## config.mk

```make
export PLATFORM = sky130hd
export DESIGN_NAME = csel_commit_pick
export DESIGN_NICKNAME = d
export VERILOG_FILES = /design/src/rtl/csel_pkg.sv /design/src/rtl/csel_qualify.sv /design/src/rtl/csel_oldest.sv /design/src/rtl/csel_rrlist.sv /design/src/rtl/csel_commit_pick.sv
export SDC_FILE = /design/constraint.sdc
export NUM_CORES = 1
export LEC_CHECK = 0
export BUFFER_PORTS_ARGS = -buffer_cell sky130_fd_sc_hd__buf_2
export CAP_MARGIN = 20
export CORE_ASPECT_RATIO = 1.25
export CORE_MARGIN = 2
export CORE_UTILIZATION = 50
export CTS_CLUSTER_SIZE = 14
export DETAILED_ROUTE_END_ITERATION = 16
export HOLD_SLACK_MARGIN = 0.06
export PLACE_DENSITY = 0.82
export SKIP_LAST_GASP = 1
export SYNTH_ARGS = -nofsm -noshare
export SYNTH_HDL_FRONTEND = slang
export SYNTH_SLANG_ARGS = --single-unit
```

## constraint.sdc

```tcl
create_clock -name clk -period 8.8 [get_ports clk]
set_clock_uncertainty 0.15 [all_clocks]
set_input_delay 0.44 -clock clk [delete_from_list [all_inputs] [get_ports clk]]
set_output_delay 0.44 -clock clk [all_outputs]
set_load 0.005 [all_outputs]
```

## src/rtl/csel_pkg.sv

```systemverilog
package csel_pkg;
  typedef enum logic [2:0] {
    TS_IDLE   = 3'd0,
    TS_RUN    = 3'd1,
    TS_SQUASH = 3'd2,
    TS_TRAP   = 3'd3,
    TS_FTRAP  = 3'd4
  } tstat_e;

  typedef enum logic [1:0] {
    POL_GREEDY  = 2'd0,
    POL_ROTATE  = 2'd1,
    POL_AGE     = 2'd2,
    POL_AGE_ALT = 2'd3
  } pol_e;

  function automatic logic stat_ok(input logic [2:0] s);
    return (s == TS_IDLE) || (s == TS_RUN) || (s == TS_FTRAP);
  endfunction
endpackage

```

## src/rtl/csel_qualify.sv

```systemverilog
module csel_qualify #(
  parameter int NT = 4
) (
  input  logic [3*NT-1:0] status_i,
  input  logic [NT-1:0]   empty_i,
  input  logic [NT-1:0]   head_rdy_i,
  output logic [NT-1:0]   elig_o,
  output logic [NT-1:0]   cand_o
);
  import csel_pkg::*;

  for (genvar i = 0; i < NT; i++) begin : g_thr
    assign elig_o[i] = stat_ok(status_i[3*i +: 3]);
    assign cand_o[i] = elig_o[i] & ~empty_i[i] & head_rdy_i[i];
  end
endmodule

```

## src/rtl/csel_oldest.sv

```systemverilog
module csel_oldest #(
  parameter int NT = 4,
  parameter int SW = 16,
  parameter int TW = 2
) (
  input  logic           clk,
  input  logic           rst_n,
  input  logic [NT-1:0]  cand_i,
  input  logic [SW*NT-1:0] seq_i,
  output logic           vld_o,
  output logic [TW-1:0]  tid_o
);
  logic [SW-1:0] best_seq;

  always_comb begin
    vld_o    = 1'b0;
    tid_o    = '0;
    best_seq = '0;
    for (int i = 0; i < NT; i++) begin
      if (cand_i[i] && (!vld_o || (seq_i[SW*i +: SW] < best_seq))) begin
        vld_o    = 1'b1;
        tid_o    = TW'(i);
        best_seq = seq_i[SW*i +: SW];
      end
    end
  end

  for (genvar i = 0; i < NT; i++) begin : g_chk
    assert_oldest_min_R3: assert property (@(posedge clk) disable iff (!rst_n)
      (vld_o && cand_i[i]) |-> (seq_i[SW*tid_o +: SW] <= seq_i[SW*i +: SW]));
    assert_tie_low_R4: assert property (@(posedge clk) disable iff (!rst_n)
      (vld_o && cand_i[i] && (seq_i[SW*tid_o +: SW] == seq_i[SW*i +: SW]))
        |-> (tid_o <= TW'(i)));
  end
endmodule

```

## src/rtl/csel_rrlist.sv

```systemverilog
module csel_rrlist #(
  parameter int NT = 4,
  parameter int TW = 2
) (
  input  logic          clk,
  input  logic          rst_n,
  input  logic [NT-1:0] cand_i,
  input  logic          rot_en_i,
  output logic          vld_o,
  output logic [TW-1:0] tid_o
);
  logic [NT-1:0][TW-1:0] order_q, order_d;
  logic [TW-1:0] pos;
  logic          upd;

  always_comb begin
    vld_o = 1'b0;
    pos   = '0;
    for (int k = 0; k < NT; k++) begin
      if (!vld_o && cand_i[order_q[k]]) begin
        vld_o = 1'b1;
        pos   = TW'(k);
      end
    end
    tid_o = order_q[pos];
  end

  assign upd = rot_en_i & vld_o;

  always_comb begin
    for (int j = 0; j < NT; j++) begin
      if (TW'(j) < pos)   order_d[j] = order_q[j];
      else if (j < NT-1)  order_d[j] = order_q[j+1];
      else                order_d[j] = tid_o;
    end
  end

  always_ff @(posedge clk or negedge rst_n) begin
    if (!rst_n) begin
      for (int j = 0; j < NT; j++) order_q[j] <= TW'(j);
    end else if (upd) begin
      order_q <= order_d;
    end
  end

  assert_tail_winner_R8: assert property (@(posedge clk) disable iff (!rst_n)
    upd |=> (order_q[NT-1] == $past(tid_o)));
  assert_list_hold_R9: assert property (@(posedge clk) disable iff (!rst_n)
    !upd |=> $stable(order_q));
  assert_front_first_R6: assert property (@(posedge clk) disable iff (!rst_n)
    (vld_o && cand_i[order_q[0]]) |-> (tid_o == order_q[0]));
endmodule

```

## src/rtl/csel_commit_pick.sv

```systemverilog
module csel_commit_pick #(
  parameter int NT = 4,
  parameter int SW = 16,
  localparam int TW = (NT > 1) ? $clog2(NT) : 1
) (
  input  logic             clk,
  input  logic             rst_n,
  input  logic [1:0]       policy_i,
  input  logic [3*NT-1:0]  status_i,
  input  logic [NT-1:0]    empty_i,
  input  logic [NT-1:0]    head_rdy_i,
  input  logic [SW*NT-1:0] head_seq_i,
  input  logic             take_i,
  output logic             pick_vld_o,
  output logic [TW-1:0]    pick_tid_o
);
  import csel_pkg::*;

  logic [NT-1:0] elig, cand;

  csel_qualify #(.NT(NT)) u_qual (
    .status_i  (status_i),
    .empty_i   (empty_i),
    .head_rdy_i(head_rdy_i),
    .elig_o    (elig),
    .cand_o    (cand)
  );

  if (NT == 1) begin : g_single
    logic unused;
    assign unused     = cand[0] ^ take_i ^ (^policy_i) ^ (^head_seq_i);
    assign pick_vld_o = elig[0];
    assign pick_tid_o = '0;
  end else begin : g_multi
    logic          rr_sel, rr_vld, age_vld;
    logic [TW-1:0] rr_tid, age_tid;

    assign rr_sel = (policy_i == POL_ROTATE);

    csel_oldest #(.NT(NT), .SW(SW), .TW(TW)) u_age (
      .clk   (clk),
      .rst_n (rst_n),
      .cand_i(cand),
      .seq_i (head_seq_i),
      .vld_o (age_vld),
      .tid_o (age_tid)
    );

    csel_rrlist #(.NT(NT), .TW(TW)) u_rr (
      .clk     (clk),
      .rst_n   (rst_n),
      .cand_i  (cand),
      .rot_en_i(take_i & rr_sel),
      .vld_o   (rr_vld),
      .tid_o   (rr_tid)
    );

    always_comb begin
      pick_vld_o = rr_sel ? rr_vld : age_vld;
      pick_tid_o = pick_vld_o ? (rr_sel ? rr_tid : age_tid) : '0;
    end

    assert_pick_qualified_R2: assert property (@(posedge clk) disable iff (!rst_n)
      pick_vld_o |-> cand[pick_tid_o]);
    assert_none_invalid_R10: assert property (@(posedge clk) disable iff (!rst_n)
      (cand == '0) |-> (!pick_vld_o && pick_tid_o == '0));
  end
endmodule

```

; Word level (Yosys, flattened, before mapping)
; Cells that the tools add are included.
[classes]
n_eq_ne = 9
magnitude_cmp = 12
muxes = 30
addsub = 0
bitwise_logic = 18
mul = 0
n_div = 0
shift = 0
n_reduce_logical = 31
[ops]
columns = operator, count
row1 = less-than comparator 16 bit, 3
row2 = 2-to-1 mux 16 bit, 3
row3 = "less-than comparator 2 x 3 -> 1 bit, second input constant", 5
row4 = 2-to-1 mux 1 bit, 15
row5 = 2-to-1 mux 2 bit, 7
row6 = "equality test 3 x 1 -> 1 bit, second input constant", 4
row7 = "equality test 3 bit, second input constant", 4
row8 = logical NOT 3 bit, 4
row9 = logical OR 1 bit, 11
row10 = bitwise AND 1 bit, 10
row11 = binary-select mux 1 bit (select 2 bit), 4
row12 = NOT 1 bit, 8
row13 = AND reduction 2 bit, 4
row14 = logical AND 1 bit, 6
row15 = logical NOT 1 bit, 6
row16 = binary-select mux 2 bit (select 2 bit), 1
row17 = "less-than comparator 1 x 2 -> 1 bit, first input constant", 2
row18 = "less-than comparator 2 bit, first input constant", 2
row19 = "equality test 2 x 1 -> 1 bit, second input constant", 1
[word_totals]
rom_bits = 0
elab_cells = 104
latch_bits = 0
reg_bits = 8
ram_bits = 0
mem_count = 0

; Logic depth before layout (Yosys ltp)
; Gate-level depths: netlist (run 1).
[logic_depth]
depth_word = 21
mapped_depth = 33

; By module
; Synthesis (run 1) repeated with hierarchy kept, for this count alone.
[hier_totals]
hier_cells = 291
hier_area_um2 = 2324.7
[modules_own_cells]
columns = mod, area_per_inst_um2, cells_per_inst, instances
row1 = csel_oldest, 1611.5, 224, 1
row2 = csel_rrlist, 571.8, 49, 1
row3 = csel_commit_pick, 71.3, 10, 1
row4 = csel_qualify, 70.1, 8, 1

; Worst setup path after synthesis (run 1)
; OpenSTA, ideal clock, no wires.
[synth_timing]
path_type = input port to output port
start = input status_i[1]
end = output pick_tid_o[1]
setup_slack_ps = 1967
arrival_time_ps = 6243
required_ps = 8210
cell_stages = 31
cell_sequence = nor2_1 -> and3_4 -> buf_6 -> clkbuf_1 -> nand2_1 -> ha_1 -> nand2_1 -> or3_1 -> a21o_1 -> a22o_2 -> clkbuf_1 -> a21oi_1 -> ha_1 -> a211oi_1 -> o221ai_1 -> o21a_1 -> nor4_2 -> nand3b_1 -> nor2b_2 -> nor2_4 -> buf_8 -> mux2_1 -> ha_1 -> o21ai_0 -> nand2b_1 -> a21oi_1 -> a21oi_1 -> a221o_1 -> a21oi_1 -> o311ai_0 -> a311oi_1
[synth_via]
elab_chain_len = 21
elab_cells_between_ends = 54
cone_classes = order compare (3) / eq/ne (2) / mux (29) / bitwise (2) / reduce/logical (18)
[synth_rtl]
columns = element, line
row1 = "start, declared", csel_commit_pick.sv:9  ; input logic [3*NT-1:0] status_i,
row2 = equality test 3 x 1 -> 1 bit or logical NOT 3 bit (tied branches), csel_pkg.sv:18  ; return (s == TS_IDLE) || (s == TS_RUN) || (s == TS_FTRAP);
row3 = logical OR 1 bit, csel_pkg.sv:18
row4 = logical OR 1 bit *, csel_pkg.sv:18
row5 = bitwise AND 1 bit * (2 in a row), csel_qualify.sv:14  ; assign cand_o[i] = elig_o[i] & ~empty_i[i] & head_rdy_i[i];
row6 = "parallel branches: the longest is 15 deep, another holds less-than comparator 16 bit", n/a
row7 = 2-to-1 mux 2 bit *, csel_commit_pick.sv:60  ; pick_tid_o = pick_vld_o ? (rr_sel ? rr_tid : age_tid) : '0;
row8 = "end, declared", csel_commit_pick.sv:15  ; output logic [TW-1:0] pick_tid_o
; Mark *: on every way between the ends. The select of a mux whose other input is x is not followed.

; Final worst setup path (run 1)
; Same ends and word-level chain as after synthesis.

==> results of run 1 <==
==> final timing paths <==
path	start	endpoint	cells past startpoint
min in group asynchronous	rst_n	g_multi.u_rr.order_q[3]	2
hold / removal	take_i	g_multi.u_rr.order_q[7]	3
setup / recovery	status_i[1]	pick_tid_o[1]	29
hold reg to reg	g_multi.u_rr.order_q[6]	g_multi.u_rr.order_q[6]	2
max in group asynchronous	rst_n	g_multi.u_rr.order_q[2]	2
setup reg to reg	g_multi.u_rr.order_q[5]	g_multi.u_rr.order_q[6]	6
==> critical path, delay by kind of cell <==
kind	cells	cell delay (ns)
and+or+nand+nor	8	1.53
AOI/OAI and AO/OA	15	3.50
buffers and inverters	2	0.26
muxes	1	0.37
adders and majority gates	3	0.90
==> routing by layer <==
layer,global-route usage [%],routed length (um),vias up
li1,-,-,1313
met1,27.3,2440,1230
met2,51.0,3480,113
met3,3.22,437,22
met4,11.3,172,0
met5,0,0,-
==> through the flow <==
step	hold slack [ns]	cells	util, %	instance area (sq um)
CTS	0.359	449	64.5	2880
finish	0.364	449	64.5	2880
detailed placement	0.137	444	63.3	2820
global route	0.376	449	64.5	2880
global placement	0.135	444	63.3	2820
floorplan	-0.00559	301	-	2330
==> placed cells by master (no fill, tap or decap), types with 3 or more instances in the layout <==
master,netlist,final
a21oi_1,40,40
nand2_1,31,31
nor3_1,3,3
nand3_1,9,9
nor2_1,33,33
nand4_1,11,11
mux2_1,11,11
dfrtp_1,4,4
o221ai_1,3,3
nor2b_1,4,4
or2_2,3,3
buf_2,0,91
o21ai_0,12,12
a21o_1,6,6
mux2_2,12,12
a211oi_1,3,3
inv_1,19,19
mux4_2,3,3
clkbuf_8,0,3
ha_1,45,45
dfstp_2,4,4
o21a_1,3,3
==> cells by family (layout without fill, tap and decap cells) <==
group | Yosys count | after routing | synth area share (%)
AO/OA/AOI/OAI | 83 | 83 | 22.7
adder cells (fa/ha/maj) | 45 | 45 | 24.1
buffers and inverters | 25 | 115 | 4.82
flip-flops | 8 | 8 | 8.79
multiplexers | 28 | 28 | 15.8
AND/OR/NAND/NOR | 112 | 112 | 23.8
==> area by class of cell <==
type | count | share of cell area (%)
Clock buffer | 4 | 1.57
Tap cell | 58 | 2.52
Sequential cell | 8 | 7.13
Timing Repair Buffer | 92 | 16.2
Multi-Input combinational cell | 268 | 70.1
Inverter | 19 | 2.48
==> power by group through the flow <==
stage / combinational (mW) / clock (mW) / sequential (mW)
floorplan: 0.106 / 0 / 0.0683
global placement: 0.148 / 0 / 0.0727
detailed placement: 0.153 / 0 / 0.0739
CTS: 0.154 / 0.0475 / 0.0735
global route: 0.174 / 0.0489 / 0.0758
finish: 0.155 / 0.0463 / 0.0744
==> impl_metrics.env, run 1 <==
export IMPL_clock_sinks=8
export IMPL_setup_viol=0
export IMPL_rows=27
export IMPL_antenna_left=0
export IMPL_synth_area_sq_um=2330
export IMPL_hold_viol_final=0
export IMPL_ctsResizeCount=0
export IMPL_avgRoutedWirePerCell_um=14.6
export IMPL_yosysSeqAreaShare_pct=8.79
export IMPL_ys_flop_type="dfstp_2"
export IMPL_yosys_top_cells_area="ha_1 (24%), a21oi_1 (8.6%), mux2_2 (5.8%), nor2_1 (5.3%), mux2_1 (5.3%)"
export IMPL_grt_util_all_layers_pct=26.0
export IMPL_fmax_ghz=0.131
export IMPL_crit_arrival_ns=7.02
export IMPL_h_tree_depth=1
export IMPL_p_comb_share_pct=56.3
export IMPL_rsz0062_at_grt="false"
export IMPL_timing_hold_worst_class="in -> reg"
export IMPL_leakage_nw=1.34
export IMPL_synth_fp_nets=435
export IMPL_dr_pass1_iters=4
export IMPL_cts_tree="done"
export IMPL_drive_above_1_share_pct=34.0
export IMPL_yosysTopAreaCell="ha_1"
export IMPL_clockBufferDepth=2
export IMPL_regArea_sq_um=205
export IMPL_cts_setup_buffers=0
export IMPL_maxSlewHeadroom_pct=62.9
export IMPL_grt_pass1_wl_um=10900
export IMPL_finalCritPeriodShare_pct=86.5
export IMPL_syn_inst=301
export IMPL_drt_total_wl_um=6540
export IMPL_fin_setup_tns_ns=0
export IMPL_final_nets=526
export IMPL_switching_share_pct=39.6
export IMPL_p_seq_share_pct=26.9
export IMPL_dp_slack_ns=1.30
export IMPL_top_regs="g_multi.u_rr.order_q: 8 flops"
export IMPL_grt_ovfl_total=0
export IMPL_worst_setup_path_start_kind="primary input"
export IMPL_r2r_slack_ns=6.52
export IMPL_cp_end_kind="output pin"
export IMPL_io_pins=92
export IMPL_port_buffer_count=91
export IMPL_tightest_slew_ns=0.550
export IMPL_power_density_nw_per_um2=96.0
export IMPL_synthArstFlopShare_pct=100
export IMPL_cp_slowest_cell="a22o_2"
export IMPL_avgSynthCellArea_sq_um=7.76
export IMPL_period_minus_slack_ns=7.61
export IMPL_cts_hold_buf=1
export IMPL_slew_violations=0
export IMPL_start_util_pct=52.4
export IMPL_die_h_um=80.4
export IMPL_p_int_mw=0.167
export IMPL_clock_power_share_pct=16.8
export IMPL_p_total_mw=0.276
export IMPL_vias=2678
export IMPL_crit_top_cell="a21oi_1"
export IMPL_synth_seq_cells=8
export IMPL_yosys_top_cells_count="ha_1 (45), a21oi_1 (40), nor2_1 (33)"
export IMPL_syn_to_final_growth_pct=23.2
export IMPL_setup_slack_ns=1.19
export IMPL_cts_root_buf="clkbuf_8"
export IMPL_remaining_drc_errors=0
export IMPL_synth_top_area_share_pct=24.1
export IMPL_required_ns=8.21
export IMPL_worstSetupPathType="in -> out"
export IMPL_grt_antenna_before_repair=0
export IMPL_core_sq_um=4460
export IMPL_largest_reg_flops=8
export IMPL_worstSkewPairLatency_ns=0.23
export IMPL_irDropWorstVdd_v=0.000134
export IMPL_gp_congestion=0.939
export IMPL_place_hpwl_um=5690
export IMPL_drv_cap=0
export IMPL_path_max_fanout=32
export IMPL_viasPerCell=5.96
export IMPL_critPathMaxStageDelay_ns=0.52
export IMPL_synth_edf_count=0
export IMPL_numCtsBuffers=3
export IMPL_largest_register="g_multi.u_rr.order_q"
export IMPL_synth_most_common_cell="ha_1"
export IMPL_drt_iter0_drc=157
export IMPL_clkTransAtPathRegs_ns=0.04
export IMPL_die_x_um=65.1
export IMPL_yosysWarnings=0
export IMPL_grt_pass1_vias=2649
export IMPL_status="finished clean"
export IMPL_die_area_sq_um=5240
export IMPL_synth_distinct_cells=51
export IMPL_multi_input_area_sq_um=2020
export IMPL_grt_max_degree=33
export IMPL_diodes=0
export IMPL_power_switching_mw=0.109
export IMPL_nFillCells=423
Note: power is estimated with default switching activity, not from simulation.
==> run 2, diff against run 1 <==
--- a/config.mk
+++ b/config.mk
@@ -5,7 +5,7 @@
 export SDC_FILE = /design/constraint.sdc
 export NUM_CORES = 1
 export LEC_CHECK = 0
-export BUFFER_PORTS_ARGS = -buffer_cell sky130_fd_sc_hd__buf_2
+export BUFFER_PORTS_ARGS = -buffer_cell sky130_fd_sc_hd__clkbuf_2
 export CAP_MARGIN = 20
 export CORE_ASPECT_RATIO = 1.25
 export CORE_MARGIN = 2
@@ -14,6 +14,7 @@
 export DETAILED_ROUTE_END_ITERATION = 16
 export HOLD_SLACK_MARGIN = 0.06
 export PLACE_DENSITY = 0.82
+export REMOVE_ABC_BUFFERS = 1
 export SKIP_LAST_GASP = 1
 export SYNTH_ARGS = -nofsm -noshare
 export SYNTH_HDL_FRONTEND = slang
==> impl_metrics.env, run 2 (synthesized netlist as in run 1, its figures left out) <==
export IMPL_io_pins=92
export IMPL_power_density_nw_per_um2=94.3
export IMPL_irDropWorstVdd_v=0.000166
export IMPL_design_area_sq_um=2870
export IMPL_maxSlewHeadroom_pct=65.6
export IMPL_viasPerCell=5.84
export IMPL_vias=2618
export IMPL_worstSkewPairLatency_ns=0.22
export IMPL_placed_area_sq_um=2820
export IMPL_remaining_drc_errors=0
export IMPL_required_ns=8.21
export IMPL_p_total_mw=0.271
export IMPL_path_max_fanout=32
export IMPL_worstSetupPathType="in -> out"
export IMPL_clockBufferDepth=2
export IMPL_drt_total_wl_um=6540
export IMPL_slew_violations=0
export IMPL_grt_pass1_wl_um=10800
export IMPL_cts_tree="done"
export IMPL_period_minus_slack_ns=7.53
export IMPL_crit_top_cell="a21oi_1"
export IMPL_mostFrequentLayoutCells="clkbuf_2 (91), ha_1 (45), a21oi_1 (40), nor2_1 (33), nand2_1 (31)"
export IMPL_grt_max_degree=33
export IMPL_leakage_nw=1.36
export IMPL_fin_util_pct=64.4
export IMPL_crit_arrival_ns=6.94
export IMPL_critPathBufInv=2
export IMPL_diodes=0
export IMPL_ff2ff_path_depth=6
export IMPL_fmax_ghz=0.133
export IMPL_fin_setup_tns_ns=0
export IMPL_cts_hold_buf=1
export IMPL_gp_congestion=0.955
export IMPL_finalCritPeriodShare_pct=85.6
export IMPL_dr_pass1_iters=5
export IMPL_drt_iter0_drc=134
export IMPL_drv_cap=0
export IMPL_final_nets=526
export IMPL_clkTransAtPathRegs_ns=0.04
export IMPL_worst_setup_path_start_kind="primary input"
export IMPL_grt_util_all_layers_pct=25.6
export IMPL_rsz0062_at_grt="false"
export IMPL_cp_end_kind="output pin"
export IMPL_layout_commonest_cell="clkbuf_2"
export IMPL_h_tree_depth=1
export IMPL_largest_reg_flops=8
export IMPL_setup_viol=0
export IMPL_antenna_left=0
export IMPL_port_buffer_count=91
export IMPL_multi_input_area_sq_um=2020
export IMPL_start_util_pct=52.4
export IMPL_top_regs="g_multi.u_rr.order_q: 8 flops"
export IMPL_nFillCells=422
export IMPL_status="finished clean"
export IMPL_die_area_sq_um=5240
export IMPL_cts_root_buf="clkbuf_8"
export IMPL_syn_to_final_growth_pct=23.0
export IMPL_grt_pass1_vias=2501
export IMPL_grt_antenna_before_repair=0
export IMPL_drive_above_1_share_pct=34.1
export IMPL_tightest_slew_ns=0.509
export IMPL_ctsResizeCount=0
export IMPL_hold_viol_final=0
export IMPL_path_depth=29
export IMPL_cts_setup_buffers=0
export IMPL_rows=27
export IMPL_cp_slowest_cell="a22o_2"
export IMPL_hold_slack_ns=0.348
export IMPL_path_delay_family="compound AO/OA/AOI/OAI gates"
export IMPL_numCtsBuffers=3
export IMPL_avgRoutedWirePerCell_um=14.6
export IMPL_clock_sinks=8
export IMPL_place_hpwl_um=5700
export IMPL_die_x_um=65.1
export IMPL_timing_hold_worst_class="in -> reg"
export IMPL_core_sq_um=4460
export IMPL_grt_ovfl_total=0
export IMPL_regArea_sq_um=205
export IMPL_critPathMaxStageDelay_ns=0.52
export IMPL_whs_path_depth=3
export IMPL_largest_register="g_multi.u_rr.order_q"
export IMPL_die_h_um=80.4
==> run 2: cell types whose count changed in the layout (fill, tap and decap cells not counted), sizes merged <==
cell / change
clkbuf: +90
buf: -91
==> run 2: final cells by class <==
type | instances | share of cell area (%)
multi-input combinational | 268 | 70.2
timing repair buffer | 92 | 16.2
sequential | 8 | 7.14
tap | 58 | 2.53
inverter | 19 | 2.48
clock buffer | 3 | 1.44
==> run 2: path summary, 6_finish.rpt <==
| check | start | slack, ns | end |
|---|---|---|---|
| min reg2reg | g_multi.u_rr.order_q[6] | 0.38 | g_multi.u_rr.order_q[6] |
| max reg2reg | g_multi.u_rr.order_q[5] | 6.58 | g_multi.u_rr.order_q[6] |
| min | take_i | 0.35 | g_multi.u_rr.order_q[7] |
| max in group asynchronous | rst_n | 7.81 | g_multi.u_rr.order_q[2] |
| max | status_i[1] | 1.27 | pick_tid_o[1] |
| min in group asynchronous | rst_n | 0.45 | g_multi.u_rr.order_q[0] |
==> run 2: power by group <==
part           internal (mW)  switching (mW)
logic                 0.0788          0.0741
clock network         0.0295          0.0128
registers             0.0566          0.0190
total                  0.165           0.106
==> run 2: through the flow <==
stage / std cells / worst slack (ns)
finish: 448 / 1.27
global route: 448 / 0.509
CTS: 448 / 1.32
detailed placement: 444 / 1.33
global placement: 444 / 1.42
floorplan: 295 / 2.30
==> run 2: worst reg2reg max path: stages, from the launching register on <==
cell     delay (ns)
dfstp_2        0.58
mux4_2         0.56
a21oi_2        0.15
or2_4          0.16
mux2_1         0.32
o22ai_1        0.15
a21oi_1        0.08
==> run 2: layer usage <==
metal | vias to the layer above | global-route usage (%) | share of wire (%)
met3 | 15 | 2.24 | 5.4
li1 | 1310 | - | -
met2 | 98 | 48.0 | 52
met1 | 1195 | 30.9 | 40
met4 | 0 | 6.88 | 2.2
met5 | - | 0 | 0
